`src/rtl/excsel_pkg.sv`:
```
package excsel_pkg;
  localparam int FIXED_N  = 3;   // reset, NMI, hard fault
  localparam int SYS_N    = 7;   // programmable system handlers
  localparam int IRQ_BASE = 16;  // position of external line 0

  typedef enum logic [1:0] {
    FX_RESET = 2'd0,
    FX_NMI   = 2'd1,
    FX_HARD  = 2'd2
  } fixed_e;

  // position number of system handler slot idx
  function automatic int sys_position(input int idx);
    case (idx)
      0: return 4;
      1: return 5;
      2: return 6;
      3: return 11;
      4: return 12;
      5: return 14;
      default: return 15;
    endcase
  endfunction
endpackage

```
`src/rtl/excsel_regs.sv`:
```
module excsel_regs #(
  parameter int N_IRQ = 32,
  parameter int PRIO_W = 3,
  parameter int DW = 32,
  parameter int AW = 4,
  parameter logic [N_IRQ-1:0] RSVD_MASK = 32'hCC00_3800,
  localparam int SB_W = $clog2(PRIO_W + 1)
) (
  input  logic              clk,
  input  logic              rst,
  input  logic              we,
  input  logic [AW-1:0]     addr,
  input  logic [DW-1:0]     wdata,
  output logic [DW-1:0]     rdata,
  output logic [N_IRQ-1:0]  irq_en,
  output logic [PRIO_W-1:0] irq_prio [N_IRQ],
  output logic [PRIO_W-1:0] sys_prio [excsel_pkg::SYS_N],
  output logic [SB_W-1:0]   sub_bits
);
  localparam int FPW       = DW / 4;
  localparam int IRQ_WORDS = (N_IRQ + FPW - 1) / FPW;
  localparam int A_SET     = 0;
  localparam int A_CLR     = 1;
  localparam int A_IRQP    = 2;
  localparam int A_SYSP    = A_IRQP + IRQ_WORDS;
  localparam int A_GRP     = A_SYSP + 1;
  localparam logic [N_IRQ-1:0] LIVE = ~RSVD_MASK;

  logic [N_IRQ-1:0] en_q;
  logic [SB_W-1:0]  sb_q;
  logic [DW-1:0]    rd_c;

  always_ff @(posedge clk) begin
    if (rst) begin
      en_q <= '0;
    end else if (we && addr == AW'(A_SET)) begin
      en_q <= (en_q | wdata[N_IRQ-1:0]) & LIVE;
    end else if (we && addr == AW'(A_CLR)) begin
      en_q <= en_q & ~wdata[N_IRQ-1:0];
    end
  end

  for (genvar i = 0; i < N_IRQ; i++) begin : g_irq_prio
    if (RSVD_MASK[i]) begin : g_rsvd
      assign irq_prio[i] = '0;
    end else begin : g_live
      localparam int WA = A_IRQP + i / FPW;
      localparam int FB = (i % FPW) * 4;
      logic [PRIO_W-1:0] p_q;
      always_ff @(posedge clk) begin
        if (rst) p_q <= '0;
        else if (we && addr == AW'(WA)) p_q <= wdata[FB +: PRIO_W];
      end
      assign irq_prio[i] = p_q;
    end
  end

  for (genvar j = 0; j < excsel_pkg::SYS_N; j++) begin : g_sys_prio
    logic [PRIO_W-1:0] p_q;
    always_ff @(posedge clk) begin
      if (rst) p_q <= '0;
      else if (we && addr == AW'(A_SYSP)) p_q <= wdata[j*4 +: PRIO_W];
    end
    assign sys_prio[j] = p_q;
  end

  always_ff @(posedge clk) begin
    if (rst) sb_q <= '0;
    else if (we && addr == AW'(A_GRP)) begin
      if (wdata[SB_W-1:0] > SB_W'(PRIO_W)) sb_q <= SB_W'(PRIO_W);
      else sb_q <= wdata[SB_W-1:0];
    end
  end

  always_comb begin
    rd_c = '0;
    if (addr == AW'(A_SET) || addr == AW'(A_CLR)) rd_c[N_IRQ-1:0] = en_q;
    for (int i = 0; i < N_IRQ; i++) begin
      if (addr == AW'(A_IRQP + i / FPW)) rd_c[(i % FPW) * 4 +: PRIO_W] = irq_prio[i];
    end
    for (int j = 0; j < excsel_pkg::SYS_N; j++) begin
      if (addr == AW'(A_SYSP)) rd_c[j * 4 +: PRIO_W] = sys_prio[j];
    end
    if (addr == AW'(A_GRP)) rd_c[SB_W-1:0] = sb_q;
  end

  always_ff @(posedge clk) begin
    if (rst) rdata <= '0;
    else rdata <= rd_c;
  end

  assign irq_en   = en_q;
  assign sub_bits = sb_q;
endmodule

```
`src/rtl/excsel_arb.sv`:
```
module excsel_arb #(
  parameter int N_IRQ = 32,
  parameter int PRIO_W = 3,
  localparam int SB_W = $clog2(PRIO_W + 1),
  localparam int RK_W = $clog2(excsel_pkg::FIXED_N + (1 << PRIO_W) + 1),
  localparam int POS_W = $clog2(excsel_pkg::IRQ_BASE + N_IRQ)
) (
  input  logic [excsel_pkg::FIXED_N-1:0] fixed_req,
  input  logic [excsel_pkg::SYS_N-1:0]   sys_req,
  input  logic [PRIO_W-1:0]              sys_prio [excsel_pkg::SYS_N],
  input  logic [N_IRQ-1:0]               irq_req,
  input  logic [N_IRQ-1:0]               irq_en,
  input  logic [PRIO_W-1:0]              irq_prio [N_IRQ],
  input  logic [SB_W-1:0]                sub_bits,
  input  logic [RK_W-1:0]                core_level,
  output logic                           win_valid,
  output logic [POS_W-1:0]               win_pos,
  output logic [RK_W-1:0]                win_rank,
  output logic                           win_take
);
  import excsel_pkg::*;

  localparam int NC     = FIXED_N + SYS_N + N_IRQ;
  localparam int MAX_RK = FIXED_N + (1 << PRIO_W) - 1;

  logic             cand_v   [NC];
  logic [RK_W-1:0]  cand_rk  [NC];
  logic [POS_W-1:0] cand_pos [NC];

  for (genvar f = 0; f < FIXED_N; f++) begin : g_fixed
    assign cand_v[f]   = fixed_req[f];
    assign cand_rk[f]  = RK_W'(f);
    assign cand_pos[f] = POS_W'(f + 1);
  end

  for (genvar j = 0; j < SYS_N; j++) begin : g_sys
    localparam int C = FIXED_N + j;
    assign cand_v[C]   = sys_req[j];
    assign cand_rk[C]  = RK_W'(FIXED_N) + RK_W'(sys_prio[j]);
    assign cand_pos[C] = POS_W'(sys_position(j));
  end

  for (genvar k = 0; k < N_IRQ; k++) begin : g_irq
    localparam int C = FIXED_N + SYS_N + k;
    assign cand_v[C]   = irq_req[k] & irq_en[k];
    assign cand_rk[C]  = RK_W'(FIXED_N) + RK_W'(irq_prio[k]);
    assign cand_pos[C] = POS_W'(IRQ_BASE + k);
  end

  // candidates are in rising position order, so strict "<" keeps the
  // lowest position on a level tie
  always_comb begin
    win_valid = 1'b0;
    win_rank  = '1;
    win_pos   = '0;
    for (int c = 0; c < NC; c++) begin
      if (cand_v[c] && (!win_valid || cand_rk[c] < win_rank)) begin
        win_valid = 1'b1;
        win_rank  = cand_rk[c];
        win_pos   = cand_pos[c];
      end
    end
  end

  function automatic logic [RK_W-1:0] group_of(input logic [RK_W-1:0] rk,
                                               input logic [SB_W-1:0] sb);
    logic [RK_W-1:0] off;
    if (rk < RK_W'(FIXED_N) || rk > RK_W'(MAX_RK)) return rk;
    off = rk - RK_W'(FIXED_N);
    off = (off >> sb) << sb;
    return off + RK_W'(FIXED_N);
  endfunction

  assign win_take = win_valid &&
                    (group_of(win_rank, sub_bits) < group_of(core_level, sub_bits));
endmodule

```
`src/rtl/excsel_top.sv`:
```
module excsel_top #(
  parameter int N_IRQ = 32,
  parameter int PRIO_W = 3,
  parameter int DW = 32,
  parameter int AW = 4,
  parameter logic [N_IRQ-1:0] RSVD_MASK = 32'hCC00_3800,
  localparam int RK_W = $clog2(excsel_pkg::FIXED_N + (1 << PRIO_W) + 1),
  localparam int POS_W = $clog2(excsel_pkg::IRQ_BASE + N_IRQ)
) (
  input  logic                         clk,
  input  logic                         rst,
  input  logic                         req_reset,
  input  logic                         req_nmi,
  input  logic                         req_hard,
  input  logic [excsel_pkg::SYS_N-1:0] sys_req,
  input  logic [N_IRQ-1:0]             irq_req,
  input  logic                         cfg_we,
  input  logic [AW-1:0]                cfg_addr,
  input  logic [DW-1:0]                cfg_wdata,
  output logic [DW-1:0]                cfg_rdata,
  input  logic [RK_W-1:0]              core_level,
  output logic                         exc_take,
  output logic [POS_W-1:0]             exc_num,
  output logic [RK_W-1:0]              exc_level
);
  import excsel_pkg::*;

  localparam int SB_W = $clog2(PRIO_W + 1);

  logic [N_IRQ-1:0]  irq_en;
  logic [PRIO_W-1:0] irq_prio [N_IRQ];
  logic [PRIO_W-1:0] sys_prio [SYS_N];
  logic [SB_W-1:0]   sub_bits;
  logic [FIXED_N-1:0] fixed_req;
  logic              a_valid;
  logic [POS_W-1:0]  a_pos;
  logic [RK_W-1:0]   a_rank;
  logic              a_take;

  always_comb begin
    fixed_req = '0;
    fixed_req[FX_RESET] = req_reset;
    fixed_req[FX_NMI]   = req_nmi;
    fixed_req[FX_HARD]  = req_hard;
  end

  excsel_regs #(
    .N_IRQ(N_IRQ), .PRIO_W(PRIO_W), .DW(DW), .AW(AW), .RSVD_MASK(RSVD_MASK)
  ) u_regs (
    .clk(clk), .rst(rst), .we(cfg_we), .addr(cfg_addr), .wdata(cfg_wdata),
    .rdata(cfg_rdata), .irq_en(irq_en), .irq_prio(irq_prio),
    .sys_prio(sys_prio), .sub_bits(sub_bits)
  );

  excsel_arb #(
    .N_IRQ(N_IRQ), .PRIO_W(PRIO_W)
  ) u_arb (
    .fixed_req(fixed_req), .sys_req(sys_req), .sys_prio(sys_prio),
    .irq_req(irq_req), .irq_en(irq_en), .irq_prio(irq_prio),
    .sub_bits(sub_bits), .core_level(core_level),
    .win_valid(a_valid), .win_pos(a_pos), .win_rank(a_rank), .win_take(a_take)
  );

  always_ff @(posedge clk) begin
    if (rst) begin
      exc_take  <= 1'b0;
      exc_num   <= '0;
      exc_level <= '1;
    end else begin
      exc_take  <= a_take;
      exc_num   <= a_valid ? a_pos : '0;
      exc_level <= a_valid ? a_rank : '1;
    end
  end
endmodule

```
`config.mk`:
```
export PLATFORM = sky130hd
export DESIGN_NAME = excsel_top
export DESIGN_NICKNAME = d
export VERILOG_FILES = /design/src/rtl/excsel_pkg.sv /design/src/rtl/excsel_regs.sv /design/src/rtl/excsel_arb.sv /design/src/rtl/excsel_top.sv
export SDC_FILE = /design/constraint.sdc
export NUM_CORES = 1
export LEC_CHECK = 0
export ABC_CLOCK_PERIOD_IN_PS = 85600
export BUFFER_PORTS_ARGS = -buffer_cell sky130_fd_sc_hd__buf_2
export CAP_MARGIN = 20
export CORE_ASPECT_RATIO = 0.7
export CORE_MARGIN = 1.5
export CORE_UTILIZATION = 35
export CTS_BUF_LIST = sky130_fd_sc_hd__clkbuf_4 sky130_fd_sc_hd__clkbuf_8
export CTS_CLUSTER_SIZE = 20
export DETAILED_ROUTE_END_ITERATION = 8
export SKIP_LAST_GASP = 1
export SYNTH_ARGS = -nofsm -noshare
export SYNTH_HDL_FRONTEND = slang
export SYNTH_HIERARCHICAL = 1
export SYNTH_SLANG_ARGS = --single-unit
```
`constraint.sdc`:
```
create_clock -name clk -period 85.6 [get_ports clk]
set_input_delay 17.12 -clock clk [delete_from_list [all_inputs] [get_ports clk]]
set_output_delay 17.12 -clock clk [all_outputs]
set_load 0.01 [all_outputs]
```
=== Yosys cells after proc, flatten, opt, wreduce, memory -nomap -nowiden ===
Cells that the tools add are included.

* RAM bits: 0
* Logic and storage cells: 490
* Output and inout bits: 43
* Register bits after elaboration: 173
* Memories kept: 0
* Memory bits (read-only): 0
* Latch bits: 0

* Div/mod/pow operators: 0
* Reduce and logical (&&, ||, !) cells: 142
* Add/subtract/negate cells: 36
* $lt $le $gt $ge: 47
* Muxes and demuxes: 175
* Equal/unequal tests: 7
* Bitwise operators: 37
* Shift-type cells: 4
* Multiply operators: 0

{| class="wikitable"
|+ Operators with widths
! operator !! number
|-
| two-way mux 6 bit || 41
|-
| two-way mux 4 bit || 46
|-
| < comparator 4 bit || 33
|-
| adder 2 x 3 -> 4 bit, first input constant || 32
|-
| two-way mux 3 bit || 38
|-
| two-way mux 30 bit || 2
|-
| logical AND 1 bit || 50
|-
| two-way mux 1 bit || 45
|-
| logical OR 1 bit || 44
|-
| zero test 1 bit || 41
|-
| AND 1 bit || 32
|-
| AND 32 bit || 1
|-
| < comparator 2 x 4 -> 1 bit, first input constant || 8
|-
| NOT 32 bit || 1
|-
| two-way mux 31 bit || 1
|-
| OR 30 bit || 1
|-
| OR reduction 18 bit || 1
|-
| equality test 4 x 3 -> 1 bit, second input constant || 4
|-
| adder 4 x 2 -> 4 bit, second input constant || 2
|-
| equality test 4 x 2 -> 1 bit, second input constant || 2
|-
| > comparator 4 bit, second input constant || 2
|-
| < comparator 4 x 2 -> 1 bit, second input constant || 2
|-
| OR reduction 2 bit || 4
|-
| left shift 4 x 2 -> 4 bit || 2
|-
| 9 further kinds || 13
|}

=== Longest topological paths before layout ===
Gate-level depths: netlist of run 1.

* Depth in word-level cells: 172
* Mapped depth: 317
* Mapped depth without buffers: 309

=== Cells and area by module ===
The synthesis of run 1 kept the hierarchy.

{| class="wikitable"
|+ Modules (own cells, without submodules)
! module !! times used !! area each (µm²) !! cells each
|-
| excsel_arb || 1 || 10482.6 || 1542
|-
| excsel_regs || 1 || 6786.5 || 853
|-
| excsel_top || 1 || 335.3 || 23
|}

=== Least setup slack after synthesis of run 1 ===
No wires, ideal clock.

* Path type: input port to flip-flop
* Start point: in req_reset
* End point: reg exc_take
* Setup time: 0.116 ns
* Path buffers: 9
* Stages on the path: 291
* Arrival time: 72.391 ns
* Setup slack: 13.093 ns
* Cells stage by stage: buf_6 -> nor3_2 -> inv_2 -> ha_1 -> a21oi_1 -> and2_1 -> a31oi_1 -> o21bai_1 -> ha_1 -> a21oi_1 -> a221o_1 -> o21ai_1 -> a21o_1 -> buf_6 -> clkbuf_1 -> mux2_2 -> ha_1 -> a21oi_1 -> [... 255 more ...] -> nor2_1 -> a21oi_1 -> o31ai_2 -> buf_2 -> nand2_1 -> o21ai_1 -> inv_1 -> ha_1 -> a21oi_1 -> nor2_1 -> xor2_1 -> o31ai_1 -> a22oi_1 -> ha_1 -> o21ai_0 -> nor3b_1 -> a21oi_1 -> and2b_2

* Cells in the longest elaborated chain, start to end: 172
* Elaborated cells on any way between the ends: 260
* Those cells by class: add/sub: 2; order compare: 44; shift: 2; mux: 87; reduce/logical: 125

{| class="wikitable"
|+ Ends and longest elaborated chain
! element !! line !! text
|-
| start: declaration || excsel_top.sv:12 || <nowiki>input logic req_reset,</nowiki>
|-
| two-way mux 4 bit or two-way mux 1 bit (tied branches) || excsel_arb.sv:57 || <nowiki>if (cand_v[c] && (!win_valid || cand_rk[c] < win_rank)) begin</nowiki>
|-
| < comparator 1 x 4 -> 1 bit or zero test 1 bit (tied branches) || excsel_arb.sv:57 ||
|-
| logical OR 1 bit || excsel_arb.sv:57 ||
|-
| logical AND 1 bit || excsel_arb.sv:57 ||
|-
| two-way mux 4 bit or two-way mux 1 bit (tied branches) || excsel_arb.sv:57 ||
|-
| < comparator 2 x 4 -> 1 bit or zero test 1 bit (tied branches) || excsel_arb.sv:57 ||
|-
| logical OR 1 bit || excsel_arb.sv:57 ||
|-
| logical AND 1 bit || excsel_arb.sv:57 ||
|-
| [... 157 more ...] || -- ||
|-
| via a_rank[1] || excsel_top.sv:37 || <nowiki>logic [RK_W-1:0] a_rank;</nowiki>
|-
| subtractor 4 x 2 -> 4 bit || excsel_arb.sv:69 || <nowiki>off = rk - RK_W'(FIXED_N);</nowiki>
|-
| right shift 4 x 2 -> 4 bit || excsel_arb.sv:70 || <nowiki>off = (off >> sb) << sb;</nowiki>
|-
| left shift 4 x 2 -> 4 bit || excsel_arb.sv:70 ||
|-
| adder 4 x 2 -> 4 bit || excsel_arb.sv:71 || <nowiki>return off + RK_W'(FIXED_N);</nowiki>
|-
| two-way mux 4 bit * || excsel_arb.sv:69 ||
|-
| < comparator 4 bit * || excsel_arb.sv:75 || <nowiki>(group_of(win_rank, sub_bits) < group_of(core_level, sub_bits));</nowiki>
|-
| logical AND 1 bit * || excsel_arb.sv:74 || <nowiki>assign win_take = win_valid &&</nowiki>
|-
| via a_take || excsel_top.sv:38 || <nowiki>logic a_take;</nowiki>
|-
| end signal: assignment || excsel_top.sv:70 || <nowiki>exc_take <= a_take;</nowiki>
|-
| end: declaration || excsel_top.sv:22 || <nowiki>output logic exc_take,</nowiki>
|}

The timed path passes the listed nets; every way through them passes the cells marked *. The select of a mux whose other input is x is not followed.
A chain may end at the register's enable or synchronous reset.

=== Final worst setup path of run 1 ===
Ends and elaborated chain as after synthesis.

==> key figures, run 1 <==
Logic synthesis
  – Synth cell types: about 140
  – Synthesized area: approximately 18,000 sq um
  – Yosys top cell area share: 19.67%
  – Ys async rst share: 0%
  – Synth top cells by count: 374 x nand2_1, 257 x a21oi_1, 189 x inv_1, 173 x dfxtp_1, 158 x nor2_1
  – Number of synthesized flops with an enable pin: 0
  – Largest area contributor in the synthesized netlist: dfxtp_1
  – Main flop type after synthesis: dfxtp_1
  – Flops & latches, synth: ~170
  – Avg Cell Area, Syn: approximately 7.3 sq um
  – Cell with the most instances after synthesis: nand2_1
  – Largest cells by area after synthesis: dfxtp_1 20%, ha_1 9.0%, nand2_1 8.0%
  – Post-Syn Instances: ~2,400
  – Register area share after synthesis: 19.67%
  – Yosys warns: 6

Finish
  – Nets: between 2,000 and 3,000
  – Area grow syn2layout: 8.827%
  – Finished layout cell area: between 15,000 and 20,000 sq um
  – Final core utilization: around two fifths
  – Share of cells above drive strength 1: a little over an eighth

Timing
  – Final Hold Vio Count: 0
  – FMAX: 0.01237 GHz
  – Setup-failing EPs final: 0
  – Max Clock Skew: 0.01567 ns
  – Setup TNS: 0 ns
  – Period minus WS final: 80.81 ns
  – Slew margin rel.: between 10% and 20%
  – Min Hold Slack: 0.4599 ns
  – RSZ-0062 raised after global routing: no
  – Pins over their slew limit: 0
  – Final period utilization: roughly 94%
  – Worst Tran Pin Value: approximately 1.2 ns

CTS
  – Root buffer cell: clkbuf_8
  – Post-CTS setup buffers: 0
  – Clk pin slew, worst setup/hold paths: ~0.11 ns
  – Clock Latency Late Sink: 0.52 ns
  – Clk buf depth: 2
  – Level count of the clock H-tree: 4
  – CTS sink count: between 150 and 200
  – CTS Buf Count: 17
  – TritonCTS clock tree: yes

Global route
  – Total grt overflow: 0
  – First-pass GRT wire length: roughly 98,000 um
  – Total track usage: roughly a quarter
  – Vias in the first global route: about 17,000
  – Largest net degree at the start of global routing: 62
  – Initial antenna violation count: 4

Floorplan
  – Row count: between 60 and 70
  – Die area: between 50,000 and 60,000 sq um
  – Core area: a little under 50,000 sq um
  – Die X: ~270 um
  – Boundary pin count: about 130
  – Starting Density: 35.61%
  – Die span in y: ~190 um

Setup path
  – R2R Path Start: u_regs/g_sys_prio[0].p_q[0]$_SDFFE_PP0P_
  – CP dominant cell by count: ha_1
  – Required time of the critical path: around 86 ns
  – Reg2Reg Setup Slack: approximately 21 ns
  – Critical path class: in -> reg
  – Family with the most delay on the worst path: compound AO/OA/AOI/OAI gates
  – Reg2Reg Capture Point: exc_take$_SDFF_PP0_
  – Worst Reg-to-Reg Cells: 285
  – CP Capture Type: flip-flop
  – CP startpoint: req_reset
  – CP Depth: ~290
  – Crit path max-delay cell type: o32ai_4
  – Critical Path Sink: exc_take$_SDFF_PP0_
  – Max incr delay on CP: approximately 0.55 ns
  – Crit path max fanout: 16
  – Worst path bufs/invs: 9
  – WP data arrival: 81.22 ns
  – CP Launch Type: input pin

Place
  – Gpl congestion: 0.9163
  – DP Area: 18,680 sq um
  – DP HPWL: around 52,000 um
  – IO buf count: approximately 130

Route
  – First-pass DRT Iterations: 6
  – Remaining DRCs: 0
  – Initial DRC Count: between 2,000 and 2,500
  – Post-DRT Antenna Nets: 0
  – Routed wire length: approximately 65,000 um
  – WL/cell: 20.41 um
  – Via count: about 19,000
  – Drt via density: 5.879

Run status
  – Status: complete, no violations

Flow run
  – MaxCap Viol Count: 0

Power
  – Pwr dens: 16.48 nW/um^2
  – Tot Pwr: about 320 uW
  – VDD IR max: between 0.000008 and 0.000009 V
  – Leakage: roughly 0.0074 uW

Hold path
  – Hold WC Path Type: reg -> reg
layer usage:
layer  wire length, um  up-vias  GRT usage, %
met5                12        -             0
met3              6137       70         5.993
met2             26420      767         34.61
met1             31130     8903         35.61
met4              1108        2         5.801
li1                  -     8930             -
cell families (layout without fill, tap and decap cells):
group / after synthesis / count (layout) / synth area share (%)
multiplexers: 70 / 70 / 4.385
flip-flops: 173 / 173 / 19.67
AO/OA/AOI/OAI: 880 / 880 / 34.49
buffers and inverters: 295 / 364 / 7.335
adder cells (fa/ha/maj): 133 / 133 / 9.367
AND/OR/NAND/NOR: 824 / 824 / 22.59
other: 1 / 25 / 0.02130
XOR/XNOR: 42 / 42 / 2.132
area by class of cell:
type,count,area [sq um]
fillers,5072,30270
flip-flops and latches,173,3463
well taps,665,832.0
clock buffers,17,234.0
clock inverters,15,197.7
diodes,4,10.01
inverters,192,720.7
repair buffers,140,735.7
multi-input cells,1970,12960
state kept, by name (all words and copies together) (netlist names):
signal	flops
exc_num	6
exc_take	1
u_regs/g_sys_prio.p_q	21
exc_level	4
u_regs/g_irq_prio.g_live.p_q	75
u_regs/irq_en	32
u_regs/sub_bits	2
u_regs/rdata	32
report_power, final:
| part | switching (uW) | total, uW | internal, uW |
|---|---|---|---|
| combinational | 103 | 167 | 64.0 |
| clock | 37.0 | 64.5 | 27.5 |
| sequential | 1.86 | 84.8 | 82.9 |
stage by stage:
| step | cells | setup slack (ns) |
|---|---|---|
| 6_report | 3176 | 4.789 |
| 5_1_grt | 3174 | 0.01057 |
| 4_1_cts | 3172 | 4.430 |
| 3_5_place_dp | 3140 | 4.203 |
| 3_3_place_gp | 3139 | 5.502 |
| 2_1_floorplan | 2438 | 13.09 |
timing repair:
action	4_1_cts	5_1_grt
setup endpoints to repair	0	2
gates resized for setup	0	9
hold buffers	0	0
worst min path at each step:
stage	start	endpoint	slack (ns)	cells after the start
after floorplan	u_regs/irq_en[11]$_SDFFE_PP0P_	u_regs/irq_en[11]$_SDFFE_PP0P_	0.42	2
after global placement	u_regs/irq_en[31]$_SDFFE_PP0P_	u_regs/irq_en[31]$_SDFFE_PP0P_	0.43	2
after detailed placement	u_regs/irq_en[31]$_SDFFE_PP0P_	u_regs/irq_en[31]$_SDFFE_PP0P_	0.44	2
after CTS	u_regs/irq_en[31]$_SDFFE_PP0P_	u_regs/irq_en[31]$_SDFFE_PP0P_	0.46	2
after global routing	u_regs/irq_en[31]$_SDFFE_PP0P_	u_regs/irq_en[31]$_SDFFE_PP0P_	0.48	2
final	u_regs/irq_en[31]$_SDFFE_PP0P_	u_regs/irq_en[31]$_SDFFE_PP0P_	0.46	2
worst min-delay path: cells and delay by family, from the launching register on:
| family | cells | cell delay (ns) |
|---|---|---|
| and+or+nand+nor | 1 | 0.06 |
| AOI/OAI and AO/OA | 1 | 0.03 |
| DFF | 1 | 0.34 |
placed cells by master (no fill, tap or decap), types with 18 or more instances in the layout:
cell	instances
o21a_1	60
o31ai_1	23
o211ai_1	31
dfxtp_1	173
nor2_1	157
nand3_1	44
a21o_1	39
o21ai_0	132
conb_1	21
nand2_1	374
ha_1	127
xnor2_1	33
a21oi_1	255
inv_1	189
nor3_1	38
nor2b_1	21
a31oi_1	36
and2_1	32
a211oi_1	26
o22ai_1	18
buf_2	126
mux2_2	25
mux2i_1	34
nand2b_1	35
o21ai_1	22
Power figures use the tool's default switching activity.
==> inputs of run 2 (changes only) <==
- ABC_AREA: unset -> 1
==> run 2 against run 1 <==
Against the previous run: global-route usage down 0.61 points; die area down 11%; combinational power up 24%; clock skew up 0.0035 ns; non-clock buffer count down 3; count of clock-buffer cells in the layout up 1; sequential power about the same; first-iteration DRC count down 21%; sequential cell count unchanged; clock power down 9.0%; via count down 11%; setup slack better by 19 ns; critical path type unchanged; critical endpoint unchanged.
==> key figures, run 2 <==
Global route
  – Vias in the first global route: between 15,000 and 20,000
  – Initial antenna violation count: 2
  – First-pass GRT wire length: ~85,000 um
  – Total grt overflow: 0
  – Largest net degree at the start of global routing: ~70
  – Total track usage: a little under a quarter

Logic synthesis
  – Synth cell types: 34
  – Main flop type after synthesis: dfxtp_1
  – Largest cells by area after synthesis: dfxtp_1 22%, nand2_1 18%, ha_1 10%
  – Register area share after synthesis: 22.16%
  – Cell with the most instances after synthesis: nand2_1
  – Yosys warns: 6
  – Yosys top cell area share: between 20 and 25%
  – Synthesized area: between 15,000 and 20,000 sq um
  – Ys async rst share: 0%
  – Largest area contributor in the synthesized netlist: dfxtp_1
  – Synth top cells by count: 748 x nand2_1, 378 x inv_1, 289 x nand3_1, 196 x a21oi_1, 173 x dfxtp_1
  – Flops & latches, synth: 173
  – Number of synthesized flops with an enable pin: 0
  – Post-Syn Instances: between 2,000 and 3,000
  – Avg Cell Area, Syn: around 6.1 sq um

Power
  – Tot Pwr: ~350 uW
  – Leakage: between 0.008 and 0.009 uW
  – Pwr dens: slightly above 20 nW/um^2
  – VDD IR max: 0.00001000 V

Finish
  – Register area: 3463 sq um
  – Commonest non-fill, non-tap cell in the layout: nand2_1
  – Final Instance Count excl. Fillers: between 3,000 and 4,000
  – Fill count: ~4,800
  – Area occupied by multi-input gates: 10,230 sq um
  – Share of cells above drive strength 1: between 10% and 20%
  – Area grow syn2layout: 9.478%
  – Largest register FFs: between 70 and 80
  – Nets: 2,886
  – Largest Register: u_regs/g_irq_prio.g_live.p_q
  – Commonest non-fill, non-tap cells in the layout: 748 x nand2_1, 378 x inv_1, 289 x nand3_1, 196 x a21oi_1, 173 x dfxtp_1

Place
  – DP HPWL: 43,440 um
  – Gpl congestion: a little under 1
  – IO buf count: 127
  – Post-Place Worst Slack: 23.98 ns
  – Cells after DPL: 3,249

Timing
  – Final Hold Vio Count: 0
  – RSZ-0062 raised after global routing: no
  – Setup TNS: 0 ns
  – Slew margin rel.: between 20% and 30%
  – Pins over their slew limit: 0
  – Worst Tran Pin Value: 1.140 ns
  – Setup ws final: 24.00 ns
  – FMAX: 0.01623 GHz
  – Setup-failing EPs final: 0
  – Period minus WS final: between 60 and 70 ns
  – Max Clock Skew: 0.01921 ns
  – Final period utilization: 71.96%

CTS
  – CTS Buf Count: 17
  – Level count of the clock H-tree: 4
  – Root buffer cell: clkbuf_8
  – Clock Latency Late Sink: approximately 0.5 ns
  – Post-cts sizing count: 0
  – Clk pin slew, worst setup/hold paths: 0.12 ns
  – Post-CTS setup buffers: 0
  – Clk buf depth: 2
  – CTS sink count: 173
  – Hold-fix buffers, CTS: 0
  – TritonCTS clock tree: yes

Setup path
  – CP Capture Type: flip-flop
  – Crit path max-delay cell type: o21ai_0
  – WP data arrival: 62.04 ns
  – CP dominant cell by count: nand2_1
  – Max incr delay on CP: between 0.4 and 0.5 ns
  – CP startpoint: req_reset
  – R2R Path Start: u_regs/g_sys_prio[0].p_q[0]$_SDFFE_PP0P_
  – CP Launch Type: input pin
  – Crit path max fanout: 11
  – Required time of the critical path: around 86 ns
  – Critical path class: in -> reg

Route
  – Post-DRT Antenna Nets: 0
  – WL/cell: between 15 and 20 um
  – Drt via density: around 5.0
  – First-pass DRT Iterations: 8
  – Routed wire length: ~55,000 um
  – Via count: approximately 17,000
  – Initial DRC Count: roughly 1,700
  – Remaining DRCs: 0

Floorplan
  – Core area: approximately 44,000 sq um
  – Starting Density: approximately 36%
  – Row count: 64
  – Die X: about 260 um
  – Die span in y: roughly 180 um
  – Boundary pin count: approximately 130
  – Die area: ~46,000 sq um

Hold path
  – Hold path start: u_regs/irq_en[31]$_SDFFE_PP0P_
  – Hold WC Path Type: reg -> reg

Flow run
  – MaxCap Viol Count: 0

Run status
  – Status: complete, no violations
-- run 2: cell count changes after synthesis, sizes merged, moves of 36 or more --
cell	before	now
inv	192	391
a21o	40	0
nand2b	36	0
a21oi	260	196
a211oi	36	0
nand3	45	289
mux2i	38	0
nor3	45	4
nand2	376	857
-- run 2: logic make-up (layout without fill, tap and decap cells) --
group	count (synthesis)	after routing	share of synthesized area [%]
other	1	22	0.02399
buffers and inverters	504	593	12.93
XOR/XNOR	43	43	2.410
flip-flops	173	173	22.16
adder cells (fa/ha/maj)	127	127	10.17
AO/OA/AOI/OAI	428	428	14.61
AND/OR/NAND/NOR	1302	1302	37.70
-- run 2: metal layers --
metal | global-route usage [%] | up-vias | part of all wire, %
met5 | 0 | - | 0.015
met1 | 34.68 | 7525 | 49
met3 | 5.570 | 72 | 9.4
met4 | 6.533 | 2 | 2.2
met2 | 33.66 | 605 | 40
li1 | - | 8361 | -
-- run 2: final cells by class --
cell class / count / share of cell area, %
inverter: 424 / 9.301
timing repair buffer: 137 / 4.168
tap: 594 / 4.343
clock buffer: 18 / 1.448
antenna: 1 / 0.01462
multi-input combinational: 1921 / 59.76
sequential: 173 / 20.24
clock inverter: 14 / 0.7239
-- run 2: final timing paths --
kind / cells after the start / endpoint / slack (ns)
max reg2reg: 413 / exc_take$_SDFF_PP0_ / 40.10
max: 414 / exc_take$_SDFF_PP0_ / 24.00
min reg2reg: 2 / u_regs/rdata[31]$_SDFF_PP0_ / 0.44
min: 2 / u_regs/rdata[31]$_SDFF_PP0_ / 0.44
-- run 2: metrics by stage --
stage	utilization [%]	area, sq um	hold slack [ns]
floorplan	-	15710	0.4183
global placement	38.14	16740	0.4278
detailed placement	38.14	16740	0.4341
CTS	38.99	17110	0.4395
global route	38.99	17110	0.4674
finish	38.99	17110	0.4418
-- run 2: worst max-delay path, delay by kind of cell --
| family | cells | cell delay (ns) |
|---|---|---|
| fa+ha+maj | 42 | 12.71 |
| xor+xnor | 1 | 0.14 |
| buf+inv | 81 | 3.61 |
| simple gates | 251 | 18.38 |
| compound gates | 39 | 9.94 |
-- run 2: where the power goes --
| group | internal, uW | switching, uW |
|---|---|---|
| registers | 83.0 | 1.97 |
| clock network | 22.0 | 36.7 |
| logic | 72.4 | 135 |
